**src/rtl/wkd_pkg.sv**
```systemverilog
package wkd_pkg;
  typedef enum logic [1:0] {
    BUS_IDLE   = 2'd0,
    BUS_DOM_OK = 2'd1,
    BUS_REC_OK = 2'd2
  } bus_state_t;
endpackage

```
**src/rtl/wkd_bus_pattern.sv**
```systemverilog
module wkd_bus_pattern #(
  parameter int PHASE_TICKS   = 4,
  parameter int TIMEOUT_TICKS = 30
) (
  input  logic clk,
  input  logic rst,
  input  logic tick,
  input  logic lp_active,
  input  logic bus_dom,
  output logic bus_wake
);
  import wkd_pkg::*;

  localparam int PW = $clog2(PHASE_TICKS + 1);
  localparam int TW = $clog2(TIMEOUT_TICKS + 1);
  localparam logic [PW-1:0] PH_LAST = PW'(PHASE_TICKS - 1);
  localparam logic [TW-1:0] TO_LAST = TW'(TIMEOUT_TICKS - 1);

  bus_state_t    state;
  logic [PW-1:0] ph_cnt;
  logic [TW-1:0] to_cnt;

  always_ff @(posedge clk) begin
    if (rst) begin
      state    <= BUS_IDLE;
      ph_cnt   <= '0;
      to_cnt   <= '0;
      bus_wake <= 1'b0;
    end else begin
      bus_wake <= 1'b0;
      if (!lp_active) begin
        state  <= BUS_IDLE;
        ph_cnt <= '0;
        to_cnt <= '0;
      end else if (tick) begin
        case (state)
          BUS_IDLE: begin
            to_cnt <= '0;
            if (bus_dom) begin
              if (ph_cnt == PH_LAST) begin
                state  <= BUS_DOM_OK;
                ph_cnt <= '0;
              end else begin
                ph_cnt <= ph_cnt + 1'b1;
              end
            end else begin
              ph_cnt <= '0;
            end
          end
          BUS_DOM_OK: begin
            if (to_cnt == TO_LAST) begin
              state  <= BUS_IDLE;
              ph_cnt <= '0;
              to_cnt <= '0;
            end else begin
              to_cnt <= to_cnt + 1'b1;
              if (!bus_dom) begin
                if (ph_cnt == PH_LAST) begin
                  state  <= BUS_REC_OK;
                  ph_cnt <= '0;
                end else begin
                  ph_cnt <= ph_cnt + 1'b1;
                end
              end else begin
                ph_cnt <= '0;
              end
            end
          end
          BUS_REC_OK: begin
            if (bus_dom && ph_cnt == PH_LAST) begin
              bus_wake <= 1'b1;
              state    <= BUS_IDLE;
              ph_cnt   <= '0;
              to_cnt   <= '0;
            end else if (to_cnt == TO_LAST) begin
              state  <= BUS_IDLE;
              ph_cnt <= '0;
              to_cnt <= '0;
            end else begin
              to_cnt <= to_cnt + 1'b1;
              ph_cnt <= bus_dom ? ph_cnt + 1'b1 : '0;
            end
          end
          default: begin
            state  <= BUS_IDLE;
            ph_cnt <= '0;
            to_cnt <= '0;
          end
        endcase
      end
    end
  end

  AST_BUS_INACTIVE_NO_WAKE: assert property (@(posedge clk) disable iff (rst)
    !lp_active |=> !bus_wake);
  AST_TO_BOUND: assert property (@(posedge clk) disable iff (rst)
    to_cnt <= TO_LAST);
  AST_IDLE_NO_WINDOW: assert property (@(posedge clk) disable iff (rst)
    (state == BUS_IDLE) |-> (to_cnt == '0));
  AST_BUS_WAKE_NEEDS_TICK: assert property (@(posedge clk) disable iff (rst)
    !tick |=> !bus_wake);
endmodule

```
**src/rtl/wkd_local_filter.sv**
```systemverilog
module wkd_local_filter #(
  parameter int FILT_TICKS    = 5,
  parameter int STARTUP_TICKS = 20
) (
  input  logic clk,
  input  logic rst,
  input  logic tick,
  input  logic lp_active,
  input  logic wake_pin,
  output logic loc_wake,
  output logic pull_up
);
  localparam int FW = $clog2(FILT_TICKS + 1);
  localparam int SW = $clog2(STARTUP_TICKS + 1);
  localparam logic [FW-1:0] F_LAST = FW'(FILT_TICKS - 1);
  localparam logic [SW-1:0] S_DONE = SW'(STARTUP_TICKS);

  logic [FW-1:0] flt_cnt;
  logic [SW-1:0] su_cnt;
  logic          det_en;

  assign det_en = (su_cnt == S_DONE) && lp_active;

  always_ff @(posedge clk) begin
    if (rst) begin
      su_cnt <= '0;
    end else if (tick && su_cnt != S_DONE) begin
      su_cnt <= su_cnt + 1'b1;
    end
  end

  always_ff @(posedge clk) begin
    if (rst) begin
      pull_up  <= 1'b1;
      flt_cnt  <= '0;
      loc_wake <= 1'b0;
    end else begin
      loc_wake <= 1'b0;
      if (tick) begin
        if (wake_pin != pull_up) begin
          if (flt_cnt == F_LAST) begin
            pull_up  <= wake_pin;
            flt_cnt  <= '0;
            loc_wake <= det_en;
          end else begin
            flt_cnt <= flt_cnt + 1'b1;
          end
        end else begin
          flt_cnt <= '0;
        end
      end
    end
  end

  AST_NO_LOCAL_IN_STARTUP: assert property (@(posedge clk) disable iff (rst)
    (su_cnt != S_DONE) |=> !loc_wake);
  AST_PULL_MOVES_ON_TICK: assert property (@(posedge clk) disable iff (rst)
    !tick |=> $stable(pull_up));
  AST_WAKE_FOLLOWS_PULL_CHANGE: assert property (@(posedge clk) disable iff (rst)
    loc_wake |-> !$stable(pull_up));
  AST_LOCAL_INACTIVE: assert property (@(posedge clk) disable iff (rst)
    !lp_active |=> !loc_wake);
endmodule

```
**src/rtl/wkd_flags.sv**
```systemverilog
module wkd_flags (
  input  logic clk,
  input  logic rst,
  input  logic bus_wake,
  input  logic loc_wake,
  input  logic clr_nrm_entry,
  input  logic clr_nrm_exit,
  input  logic uv_detect,
  output logic wake_flag,
  output logic local_src
);
  always_ff @(posedge clk) begin
    if (rst) begin
      wake_flag <= 1'b0;
      local_src <= 1'b0;
    end else begin
      if (clr_nrm_entry || uv_detect) wake_flag <= 1'b0;
      else if (bus_wake || loc_wake)  wake_flag <= 1'b1;
      if (clr_nrm_exit)  local_src <= 1'b0;
      else if (loc_wake) local_src <= 1'b1;
    end
  end

  AST_FLAG_CLEAR: assert property (@(posedge clk) disable iff (rst)
    (clr_nrm_entry || uv_detect) |=> !wake_flag);
  AST_SRC_CLEAR: assert property (@(posedge clk) disable iff (rst)
    clr_nrm_exit |=> !local_src);
  AST_FLAG_CAUSE: assert property (@(posedge clk) disable iff (rst)
    $rose(wake_flag) |-> $past(bus_wake || loc_wake));
  AST_SRC_CAUSE: assert property (@(posedge clk) disable iff (rst)
    $rose(local_src) |-> $past(loc_wake));
endmodule

```
**src/rtl/wake_detector.sv**
```systemverilog
module wake_detector #(
  parameter int PHASE_TICKS    = 4,
  parameter int TIMEOUT_TICKS  = 30,
  parameter int LOC_FILT_TICKS = 5,
  parameter int STARTUP_TICKS  = 20
) (
  input  logic clk,
  input  logic rst,
  input  logic tick,
  input  logic lp_active,
  input  logic wake_pin,
  input  logic bus_dom,
  input  logic clr_nrm_entry,
  input  logic clr_nrm_exit,
  input  logic uv_detect,
  output logic wake_flag,
  output logic local_src,
  output logic pull_up_sel
);
  logic bus_wake;
  logic loc_wake;

  wkd_bus_pattern #(
    .PHASE_TICKS  (PHASE_TICKS),
    .TIMEOUT_TICKS(TIMEOUT_TICKS)
  ) u_bus (
    .clk      (clk),
    .rst      (rst),
    .tick     (tick),
    .lp_active(lp_active),
    .bus_dom  (bus_dom),
    .bus_wake (bus_wake)
  );

  wkd_local_filter #(
    .FILT_TICKS   (LOC_FILT_TICKS),
    .STARTUP_TICKS(STARTUP_TICKS)
  ) u_loc (
    .clk      (clk),
    .rst      (rst),
    .tick     (tick),
    .lp_active(lp_active),
    .wake_pin (wake_pin),
    .loc_wake (loc_wake),
    .pull_up  (pull_up_sel)
  );

  wkd_flags u_flags (
    .clk          (clk),
    .rst          (rst),
    .bus_wake     (bus_wake),
    .loc_wake     (loc_wake),
    .clr_nrm_entry(clr_nrm_entry),
    .clr_nrm_exit (clr_nrm_exit),
    .uv_detect    (uv_detect),
    .wake_flag    (wake_flag),
    .local_src    (local_src)
  );

  AST_RESET_CLEAN: assert property (@(posedge clk)
    rst |=> (!wake_flag && !local_src && pull_up_sel));
endmodule

```
**config.mk**
```make
export PLATFORM = sky130hd
export DESIGN_NAME = wake_detector
export DESIGN_NICKNAME = d
export VERILOG_FILES = /design/src/rtl/wkd_pkg.sv /design/src/rtl/wkd_bus_pattern.sv /design/src/rtl/wkd_local_filter.sv /design/src/rtl/wkd_flags.sv /design/src/rtl/wake_detector.sv
export SDC_FILE = /design/constraint.sdc
export NUM_CORES = 1
export LEC_CHECK = 0
export ABC_AREA = 0
export CAP_MARGIN = 15
export CORE_ASPECT_RATIO = 1.25
export CORE_MARGIN = 2
export CORE_UTILIZATION = 56
export CTS_CLUSTER_DIAMETER = 60
export DETAILED_ROUTE_END_ITERATION = 7
export PLACE_DENSITY = 0.87
export SLEW_MARGIN = 20
export SYNTH_ARGS = -nofsm -noshare
export SYNTH_HDL_FRONTEND = slang
export SYNTH_HIERARCHICAL = 1
export SYNTH_SLANG_ARGS = --single-unit
```
**constraint.sdc**
```tcl
create_clock -name clk -period 2.3 [get_ports clk]
set_input_delay 0.46 -clock clk [delete_from_list [all_inputs] [get_ports clk]]
set_output_delay 0.46 -clock clk [all_outputs]
set_load 0.02 [all_outputs]
```
==> results.sh, run 1 <==
export IMPL_post_route_min_period_ns=1.86
export IMPL_critical_path_slowest_cell="or3b_1"
export IMPL_fill_cells=172
export IMPL_finalNetCount=182
export IMPL_startpoint_type="register"
export IMPL_ys_seq_area_frac=0.350
export IMPL_grt_max_degree=18
export IMPL_hold_viol=0
export IMPL_port_buffers=11
export IMPL_p_leak_uw=0.000554
export IMPL_worstMarginPinSlew_ns=0.401
export IMPL_htreeDepth=1
export IMPL_wl_met2_microns=1280
export IMPL_clk_latency_ns=0.31
export IMPL_first_global_vias=1014
export IMPL_slew_headroom=0.732
export IMPL_cts_path_max_buffers=2
export IMPL_numCtsBuffers=3
export IMPL_critPathCaptureType="register"
export IMPL_die_h_microns=58.2
export IMPL_area_delta_synth_final_pct=13.9
export IMPL_wl_microns=2500
export IMPL_drt_iter0_drc=37
export IMPL_antenna_found_initial=0
export IMPL_grt_pass1_wl_microns=4210
export IMPL_total_power_uw=659
export IMPL_gp_congestion=0.795
export IMPL_setup_violations=0
export IMPL_synth_edf_count=0
export IMPL_hold_path_class="register to register"
export IMPL_antenna_cells=0
export IMPL_cpPeakStageDelay_ns=0.40
export IMPL_ios=12
export IMPL_setup_worst_path_class="register to register"
export IMPL_ctsResizeCount=0
export IMPL_vias=1112
export IMPL_synth_adder_area_share=0.124
export IMPL_firstDrtPassIters=4
export IMPL_hpwlAfterDp_microns=1920
export IMPL_status="finished clean"
export IMPL_rsz0062_at_grt="no"
export IMPL_cap_viol_max_count=0
export IMPL_syn_inst=145
export IMPL_dieArea_sq_um=2750
export IMPL_synth_mux_area_frac=0.0162
export IMPL_crit_fanout=5
export IMPL_fmax_mhz=538
export IMPL_die_x_microns=47.3
export IMPL_yosys_most_used_dff="dfxtp_1"
export IMPL_viasPerCell=5.85
export IMPL_syn_nets=167
export IMPL_hold_buffers=0
export IMPL_overflow=0
export IMPL_hold_ws_ns=0.496
export IMPL_clk_pin_slew_worst_paths_ns=0.13
export IMPL_area_sequential_sq_um=460
export IMPL_final_common_cell="dfxtp_1"
export IMPL_final_area_sq_um=1500
export IMPL_async_flop_share=0
export IMPL_start_util=0.595
export IMPL_ys_types=46
export IMPL_wl_met3_microns=80
export IMPL_powerDensity_nw_per_um2=440
export IMPL_drive_gt1_frac=0.0943
export IMPL_post_cts_setup_buffer_count=0
export IMPL_synth_compound_area_frac=0.179
export IMPL_synthXorXnorAreaFrac=0.0133
export IMPL_maxSlewViolCount=0
export IMPL_clock_skew_ns=0.00100
export IMPL_yosys_warnings=6
export IMPL_postRouteAntennaNets=0
export IMPL_cp_arrival_ns=2.10
export IMPL_crit_chain="ha_1, ha_1, a21boi_4, o2111ai_2, or3b_1, a31oi_1"
export IMPL_fp_row_count=19
export IMPL_track_usage=0.204
export IMPL_vdd_drop_max_mv=0.408
export IMPL_remaining_drc_errors=0
export IMPL_ys_ff_latch=23
export IMPL_cts_tree="done"
export IMPL_cp_common_cell="ha_1"
export IMPL_synth_top_family_by_area="simple AND/OR/NAND/NOR gates"
export IMPL_cts_sinks=23
export IMPL_cts_root_buf="clkbuf_4"
export IMPL_syn_cell_area_sq_um=1320
export IMPL_syn_area_per_cell_sq_um=9.07
export IMPL_critPathRequiredTime_ns=2.54
export IMPL_multi_input_area_sq_um=797
export IMPL_wire_per_inst_microns=13.1
export IMPL_layout_common_cells="23 x dfxtp_1, 13 x ha_1, 11 x clkdlybuf4s50_1, 11 x nor2_1, 10 x inv_1"
export IMPL_wl_met1_microns=1090
export IMPL_timing_setup_tns_ns=0
export IMPL_highest_layer="met4"
export IMPL_post_route_period_util=0.808
export IMPL_place_area_sq_um=1470
export IMPL_core_area_sq_um=2210
export IMPL_yosys_area_share_simple=0.274
-- metrics by stage --
stage	util	worst slack, ns	std cells
floorplan	-	0.631	145
global placement	0.665	0.363	186
detailed placement	0.665	0.283	186
CTS	0.677	0.451	190
global route	0.677	0.362	190
finish	0.677	0.441	190
-- synthesized netlist by cell type, types with 2 or more instances --
master	number	area [sq um]
or3b_1	2	17.5
nor3_1	4	20.0
inv_1	10	37.5
nand2_1	8	30.0
or3_1	2	12.5
nor2b_1	2	12.5
xor2_1	2	17.5
nand4_1	2	12.5
dfxtp_1	23	460
nand3_1	6	30.0
o21ai_0	2	10.0
ha_1	13	163
o21a_1	2	15.0
nand2b_1	7	43.8
a32o_1	2	20.0
nand3b_1	2	15.0
clkbuf_1	3	11.3
a21oi_1	9	45.0
nand4b_1	2	17.5
a31oi_1	6	37.5
nor2_1	11	41.3
-- routing by layer --
layer  GRT usage  vias to the layer above
met3      0.0187                        6
met1       0.255                      527
li1            -                      555
met5           0                        -
met2       0.344                       24
met4      0.0873                        0
-- final timing paths --
check,start,endpoint,slack (ns),cells past startpoint
max,u_bus/ph_cnt[0]$_SDFFE_PP0P_,u_bus/to_cnt[2]$_SDFFE_PP0P_,0.44,6
min,u_bus/ph_cnt[1]$_SDFFE_PP0P_,u_bus/ph_cnt[1]$_SDFFE_PP0P_,0.50,1
min reg2reg,u_bus/ph_cnt[1]$_SDFFE_PP0P_,u_bus/ph_cnt[1]$_SDFFE_PP0P_,0.50,1
max reg2reg,u_bus/ph_cnt[0]$_SDFFE_PP0P_,u_bus/to_cnt[2]$_SDFFE_PP0P_,0.44,6
-- cells by family (layout without fill, tap and decap cells) --
family | after synthesis | count (layout)
buffers and inverters | 15 | 29
xor gates and xnor gates | 2 | 2
DFF | 23 | 23
and+or+nand+nor | 58 | 58
muxes | 2 | 2
adders and majority gates | 13 | 13
AOI/OAI and AO/OA | 32 | 32
-- cell type report --
class                      count  area share
sequential                    23       0.307
inverter                      11      0.0276
multi-input combinational    107       0.532
tap                           31      0.0259
clock inverter                 1     0.00334
timing repair buffer          14      0.0886
clock buffer                   3      0.0150
-- state kept, by name, indices dropped and copies added, names as in the netlist --
signal and cells:
u_bus/to_cnt 5, u_loc/pull_up 1, u_loc/loc_wake 1, u_bus/ph_cnt 3, u_flags/wake_flag 1, u_flags/local_src 1
u_loc/flt_cnt 3, u_bus/bus_wake 1, u_bus/state 2, u_loc/su_cnt 5
-- critical path, delay by kind of cell, from the launching register on --
kind	cells	cell delay, ns
compound gates	3	0.56
fa+ha+maj	2	0.48
simple gates	1	0.40
flops	1	0.35
-- report_power, final --
group          switching [uW]  internal [uW]  leakage [uW]
sequential               4.98            404      0.000186
combinational            32.7           30.2      0.000350
clock                     123           65.0     0.0000177
(Power assumes the default switching activity.)
==> inputs of run 2 (changes only) <==
--- a/config.mk
+++ b/config.mk
@@ -9,10 +9,10 @@
 export CAP_MARGIN = 15
 export CORE_ASPECT_RATIO = 1.25
 export CORE_MARGIN = 2
-export CORE_UTILIZATION = 56
+export CORE_UTILIZATION = 50
 export CTS_CLUSTER_DIAMETER = 60
 export DETAILED_ROUTE_END_ITERATION = 7
-export PLACE_DENSITY = 0.87
+export PLACE_DENSITY = 0.83
 export SLEW_MARGIN = 20
 export SYNTH_ARGS = -nofsm -noshare
 export SYNTH_HDL_FRONTEND = slang
==> constraint.sdc (replaced) <==
create_clock -name clk -period 1.55 [get_ports clk]
set_input_delay 0.31 -clock clk [delete_from_list [all_inputs] [get_ports clk]]
set_output_delay 0.31 -clock clk [all_outputs]
set_load 0.02 [all_outputs]
==> results.sh, run 2 (synthesized netlist as in run 1, its figures left out) <==
export IMPL_cp_arrival_ns=1.84
export IMPL_layout_common_cells="18 x buf_4, 18 x dfxtp_1, 11 x nor2_1"
export IMPL_worstReg2RegStart="u_bus/ph_cnt[0]$_SDFFE_PP0P_"
export IMPL_fin_util=0.674
export IMPL_wl_microns=2810
export IMPL_p_sw_uw=251
export IMPL_multi_input_area_sq_um=841
export IMPL_port_buffers=11
export IMPL_wl_met1_microns=1310
export IMPL_firstDrtPassIters=4
export IMPL_area_sequential_sq_um=467
export IMPL_post_route_period_util=1.02
export IMPL_timing_setup_tns_ns=-0.0544
export IMPL_hold_viol=0
export IMPL_antenna_found_initial=0
export IMPL_slew_headroom=0.824
export IMPL_grt_max_degree=18
export IMPL_cts_tree="done"
export IMPL_die_x_microns=49.9
export IMPL_overflow=0
export IMPL_critPathCaptureType="register"
export IMPL_holdPathEnd="u_loc/su_cnt[3]$_SDFFE_PP0P_"
export IMPL_highest_layer="met4"
export IMPL_gp_congestion=0.819
export IMPL_clock_skew_ns=0.00132
export IMPL_core_area_sq_um=2480
export IMPL_ff2ff_path_depth=7
export IMPL_clk_pin_slew_worst_paths_ns=0.13
export IMPL_track_usage=0.206
export IMPL_total_power_uw=1000
export IMPL_hpwlAfterDp_microns=2100
export IMPL_die_h_microns=61.3
export IMPL_timing_rr_end="u_bus/ph_cnt[2]$_SDFFE_PP0P_"
export IMPL_hold_buffers=0
export IMPL_maxSlewViolCount=0
export IMPL_first_global_vias=1184
export IMPL_hold_path_class="register to register"
export IMPL_post_route_min_period_ns=1.58
export IMPL_grt_pass1_wl_microns=4810
export IMPL_setup_violations=3
export IMPL_drt_iter0_drc=40
export IMPL_htreeDepth=1
export IMPL_ios=12
export IMPL_area_delta_synth_final_pct=26.9
export IMPL_pwr_share_comb=0.107
export IMPL_numCtsBuffers=3
export IMPL_violations="setup timing"
export IMPL_vdd_drop_max_mv=0.587
export IMPL_reg2reg_slack_ns=-0.03
export IMPL_cts_sinks=23
export IMPL_p_leak_uw=0.000640
export IMPL_fmax_mhz=634
export IMPL_dieArea_sq_um=3060
export IMPL_antenna_cells=0
export IMPL_cap_viol_max_count=0
export IMPL_viasPerCell=5.70
export IMPL_postRouteAntennaNets=0
export IMPL_status="finished, violations left"
export IMPL_start_util=0.531
export IMPL_fill_cells=182
export IMPL_holdPathStages=2
export IMPL_hold_start="u_loc/su_cnt[3]$_SDFFE_PP0P_"
export IMPL_crit_fanout=4
export IMPL_remaining_drc_errors=0
export IMPL_wire_per_inst_microns=13.5
export IMPL_worstMarginPinSlew_ns=0.261
export IMPL_vias=1185
export IMPL_setup_worst_path_class="register to register"
export IMPL_p_seq_frac=0.604
export IMPL_cts_root_buf="clkbuf_4"
export IMPL_powerDensity_nw_per_um2=602
export IMPL_switching_share=0.249
export IMPL_critPathRequiredTime_ns=1.81
export IMPL_startpoint_type="register"
export IMPL_finalNetCount=198
export IMPL_drive_gt1_frac=0.234
export IMPL_largestRegisters="u_bus/to_cnt: 5 flops, u_loc/su_cnt: 5 flops"
export IMPL_rsz0062_at_grt="yes"
export IMPL_cts_path_max_buffers=2
export IMPL_clk_latency_ns=0.32
export IMPL_setup_slack_ns=-0.0284
export IMPL_fp_row_count=20
export IMPL_clkPwrFrac=0.289
export IMPL_intPower_uw=754
export IMPL_wl_met3_microns=75
export IMPL_wl_met2_microns=1380
-- run 2: metrics by stage --
step                      instances  area, sq um  setup slack (ns)  hold WS, ns
after floorplan                 145         1330           0.00134        0.380
after global placement          203         1600            -0.215        0.455
after detailed placement        203         1600            -0.266        0.480
after CTS                       207         1640           -0.0174        0.500
after global routing            208         1670           -0.0887        0.514
final                           208         1670           -0.0284        0.501
-- run 2: routing by layer --
layer,track usage,vias to the layer above
met5,0,-
met4,0.119,0
met3,0.0291,7
met2,0.375,24
met1,0.234,566
li1,-,588
-- run 2: repair_timing --
action,in CTS,in global routing
endpoints found under the setup margin,8,8
setup buffers,0,1
pin swaps,5,4
resized for setup,7,8
-- run 2: power groups by stage --
stage	Sequential, uW	Combinational [uW]	Clock [uW]
2_1_floorplan	618	49.3	0
3_3_place_gp	619	100	0
3_5_place_dp	620	105	0
4_1_cts	607	106	298
5_1_grt	608	117	320
6_report	607	107	290
-- run 2: worst max-delay path by stage --
stage,from,endpoint,slack [ns],cells past startpoint
floorplan,u_bus/ph_cnt[0]$_SDFFE_PP0P_,u_bus/to_cnt[2]$_SDFFE_PP0P_,0.001,6
global placement,bus_dom,u_bus/to_cnt[2]$_SDFFE_PP0P_,-0.21,5
detailed placement,bus_dom,u_bus/to_cnt[2]$_SDFFE_PP0P_,-0.27,5
CTS,u_bus/ph_cnt[0]$_SDFFE_PP0P_,u_bus/to_cnt[2]$_SDFFE_PP0P_,-0.02,6
global route,u_bus/ph_cnt[0]$_SDFFE_PP0P_,u_bus/to_cnt[4]$_SDFFE_PP0P_,-0.09,6
finish,u_bus/ph_cnt[0]$_SDFFE_PP0P_,u_bus/ph_cnt[2]$_SDFFE_PP0P_,-0.03,7
-- run 2: cell type report --
type                       instances  share of cell area
timing repair buffer              30               0.151
multi-input combinational        107               0.504
tap                               33              0.0247
sequential                        23               0.280
inverter                          11              0.0247
clock buffer                       4              0.0157
-- run 2: critical path, cell delays in order (launching register included) --
cell and delay, ns:
dfxtp_2 0.36, ha_4 0.17, ha_4 0.17, a21boi_4 0.14
buf_4 0.14, a32oi_1 0.11, o32a_1 0.31, nor2_1 0.12
==> inputs of run 3 (changes only) <==
--- a/config.mk
+++ b/config.mk
@@ -12,7 +12,8 @@
 export CORE_UTILIZATION = 50
 export CTS_CLUSTER_DIAMETER = 60
 export DETAILED_ROUTE_END_ITERATION = 7
-export PLACE_DENSITY = 0.83
+export PLACE_DENSITY_LB_ADDON = 0.08
+export REMOVE_ABC_BUFFERS = 1
 export SLEW_MARGIN = 20
 export SYNTH_ARGS = -nofsm -noshare
 export SYNTH_HDL_FRONTEND = slang
==> constraint.sdc (replaced) <==
create_clock -name clk -period 1.55 [get_ports clk]
set_input_delay 0.31 -clock clk [delete_from_list [all_inputs] [get_ports clk]]
set_output_delay 0.31 -clock clk [all_outputs]
set_load 0.01 [all_outputs]
==> results.sh, run 3 (synthesized netlist as in run 1, its figures left out) <==
export IMPL_finalNetCount=200
export IMPL_setup_violations=3
export IMPL_clk_latency_ns=0.31
export IMPL_cap_viol_max_count=0
export IMPL_gr_usage_met2=0.394
export IMPL_violations="setup timing"
export IMPL_hold_viol=0
export IMPL_holdPathStages=2
export IMPL_setup_worst_path_class="register to register"
export IMPL_worstMarginPinSlew_ns=0.264
export IMPL_pwr_share_comb=0.109
export IMPL_largestRegisters="u_bus/to_cnt: 5 flops, u_loc/su_cnt: 5 flops"
export IMPL_vdd_drop_max_mv=0.479
export IMPL_hold_ws_ns=0.484
export IMPL_die_x_microns=49.9
export IMPL_fill_cells=194
export IMPL_cts_root_buf="clkbuf_4"
export IMPL_viasPerCell=5.57
export IMPL_met1_usage=0.206
export IMPL_first_global_vias=1134
export IMPL_grt_max_degree=18
export IMPL_firstDrtPassIters=4
export IMPL_p_seq_frac=0.605
export IMPL_reg2reg_slack_ns=-0.02
export IMPL_timing_rr_end="u_bus/to_cnt[4]$_SDFFE_PP0P_"
export IMPL_grt_busiest_layer="met2"
export IMPL_rsz0062_at_grt="yes"
export IMPL_crit_fanout=4
export IMPL_antenna_found_initial=0
export IMPL_multi_input_area_sq_um=858
export IMPL_critPathRequiredTime_ns=1.79
export IMPL_status="finished, violations left"
export IMPL_startpoint_type="register"
export IMPL_clk_pin_slew_worst_paths_ns=0.14
export IMPL_critPathCaptureType="register"
export IMPL_setup_slack_ns=-0.0175
export IMPL_cts_sinks=23
export IMPL_place_area_sq_um=1590
export IMPL_hpwlAfterDp_microns=2060
export IMPL_gp_congestion=0.834
export IMPL_cp_arrival_ns=1.81
export IMPL_fin_cells=210
export IMPL_port_buffers=11
export IMPL_post_route_min_period_ns=1.57
export IMPL_fmax_mhz=638
export IMPL_pre_cts_slack_ns=-0.237
export IMPL_dieArea_sq_um=3060
export IMPL_p_sw_uw=248
export IMPL_ff2ff_path_depth=6
export IMPL_powerDensity_nw_per_um2=585
export IMPL_drive_gt1_frac=0.249
export IMPL_fp_row_count=20
export IMPL_slew_headroom=0.823
export IMPL_maxSlewViolCount=0
export IMPL_ios=12
export IMPL_track_usage=0.192
export IMPL_dp_cells=204
export IMPL_overflow=0
export IMPL_grt_use_met3=0.0146
export IMPL_vias=1169
export IMPL_layout_common_cells="21 x buf_4, 17 x dfxtp_1, 11 x nor2_1"
export IMPL_hold_buffers=0
export IMPL_antenna_cells=0
export IMPL_post_route_period_util=1.01
export IMPL_start_util=0.531
export IMPL_final_common_cell="buf_4"
export IMPL_intPower_uw=753
export IMPL_worstReg2RegStart="u_bus/ph_cnt[1]$_SDFFE_PP0P_"
export IMPL_wl_microns=2670
export IMPL_cts_tree="done"
export IMPL_wire_per_inst_microns=12.7
export IMPL_grt_pass1_wl_microns=4600
export IMPL_die_h_microns=61.3
export IMPL_clock_skew_ns=0.0111
export IMPL_final_area_sq_um=1710
export IMPL_switching_share=0.248
export IMPL_clkPwrFrac=0.286
export IMPL_remaining_drc_errors=0
export IMPL_area_delta_synth_final_pct=30.1
export IMPL_drt_iter0_drc=30
export IMPL_holdPathEnd="u_loc/su_cnt[3]$_SDFFE_PP0P_"
export IMPL_postRouteAntennaNets=0
export IMPL_htreeDepth=1
export IMPL_numCtsBuffers=3
export IMPL_hold_start="u_loc/su_cnt[3]$_SDFFE_PP0P_"
export IMPL_area_sequential_sq_um=468
export IMPL_cts_path_max_buffers=2
export IMPL_hold_path_class="register to register"
export IMPL_core_area_sq_um=2480
export IMPL_p_leak_uw=0.000661
==> run 3: power by group through the flow <==
stage | clock (uW) | combinational [uW] | sequential [uW]
2_1_floorplan | 0 | 39.7 | 618
3_3_place_gp | 0 | 104 | 617
3_5_place_dp | 0 | 108 | 618
4_1_cts | 300 | 109 | 606
5_1_grt | 326 | 120 | 607
6_report | 286 | 109 | 606
==> run 3: metal layers <==
metal,vias up,routed length [microns]
met4,0,30
met3,4,60
met2,15,1420
li1,590,-
met5,-,0
met1,560,1150
==> run 3: final cells by class <==
cell class,instances,share of cell area
Tap cell,33,0.0241
Inverter,11,0.0241
Sequential cell,23,0.274
Clock buffer,3,0.0132
Multi-Input combinational cell,107,0.502
Clock inverter,1,0.00439
Timing Repair Buffer,32,0.159
==> run 3: through the flow <==
step	TNS, ns	util	total power [uW]
after global routing	-0.334	0.690	1050
after CTS	-0.0433	0.672	1010
after global placement	-1.31	0.643	722
after floorplan	-0.331	-	658
after detailed placement	-1.55	0.643	726
final	-0.0405	0.690	1000
==> run 3: critical path, stage by stage (launching register included) <==
cell       delay (ns)
dfxtp_2          0.36
ha_4             0.16
ha_4             0.17
a21boi_4         0.16
o2111ai_4        0.14
or3_1            0.38
a31oi_1          0.13
==> run 3: how the worst max path moves through the flow <==
stage	start	endpoint
after CTS	u_bus/ph_cnt[1]$_SDFFE_PP0P_	u_bus/to_cnt[2]$_SDFFE_PP0P_
after global placement	bus_dom	u_bus/state[0]$_SDFFE_PP0P_
after floorplan	u_bus/ph_cnt[0]$_SDFFE_PP0P_	u_bus/to_cnt[2]$_SDFFE_PP0P_
after detailed placement	bus_dom	u_bus/state[0]$_SDFFE_PP0P_
after global routing	u_bus/ph_cnt[1]$_SDFFE_PP0P_	u_bus/ph_cnt[2]$_SDFFE_PP0P_
final	u_bus/ph_cnt[1]$_SDFFE_PP0P_	u_bus/to_cnt[4]$_SDFFE_PP0P_
==> run 3: what timing repair did <==
| action | 4_1_cts | 5_1_grt |
|---|---|---|
| pin swaps | 9 | 4 |
| cloned | 0 | 0 |
| hold endpoints to repair | 0 | 0 |
| endpoints found under the setup margin | 10 | 11 |
| gates resized for setup | 12 | 7 |
| setup buffers | 1 | 1 |
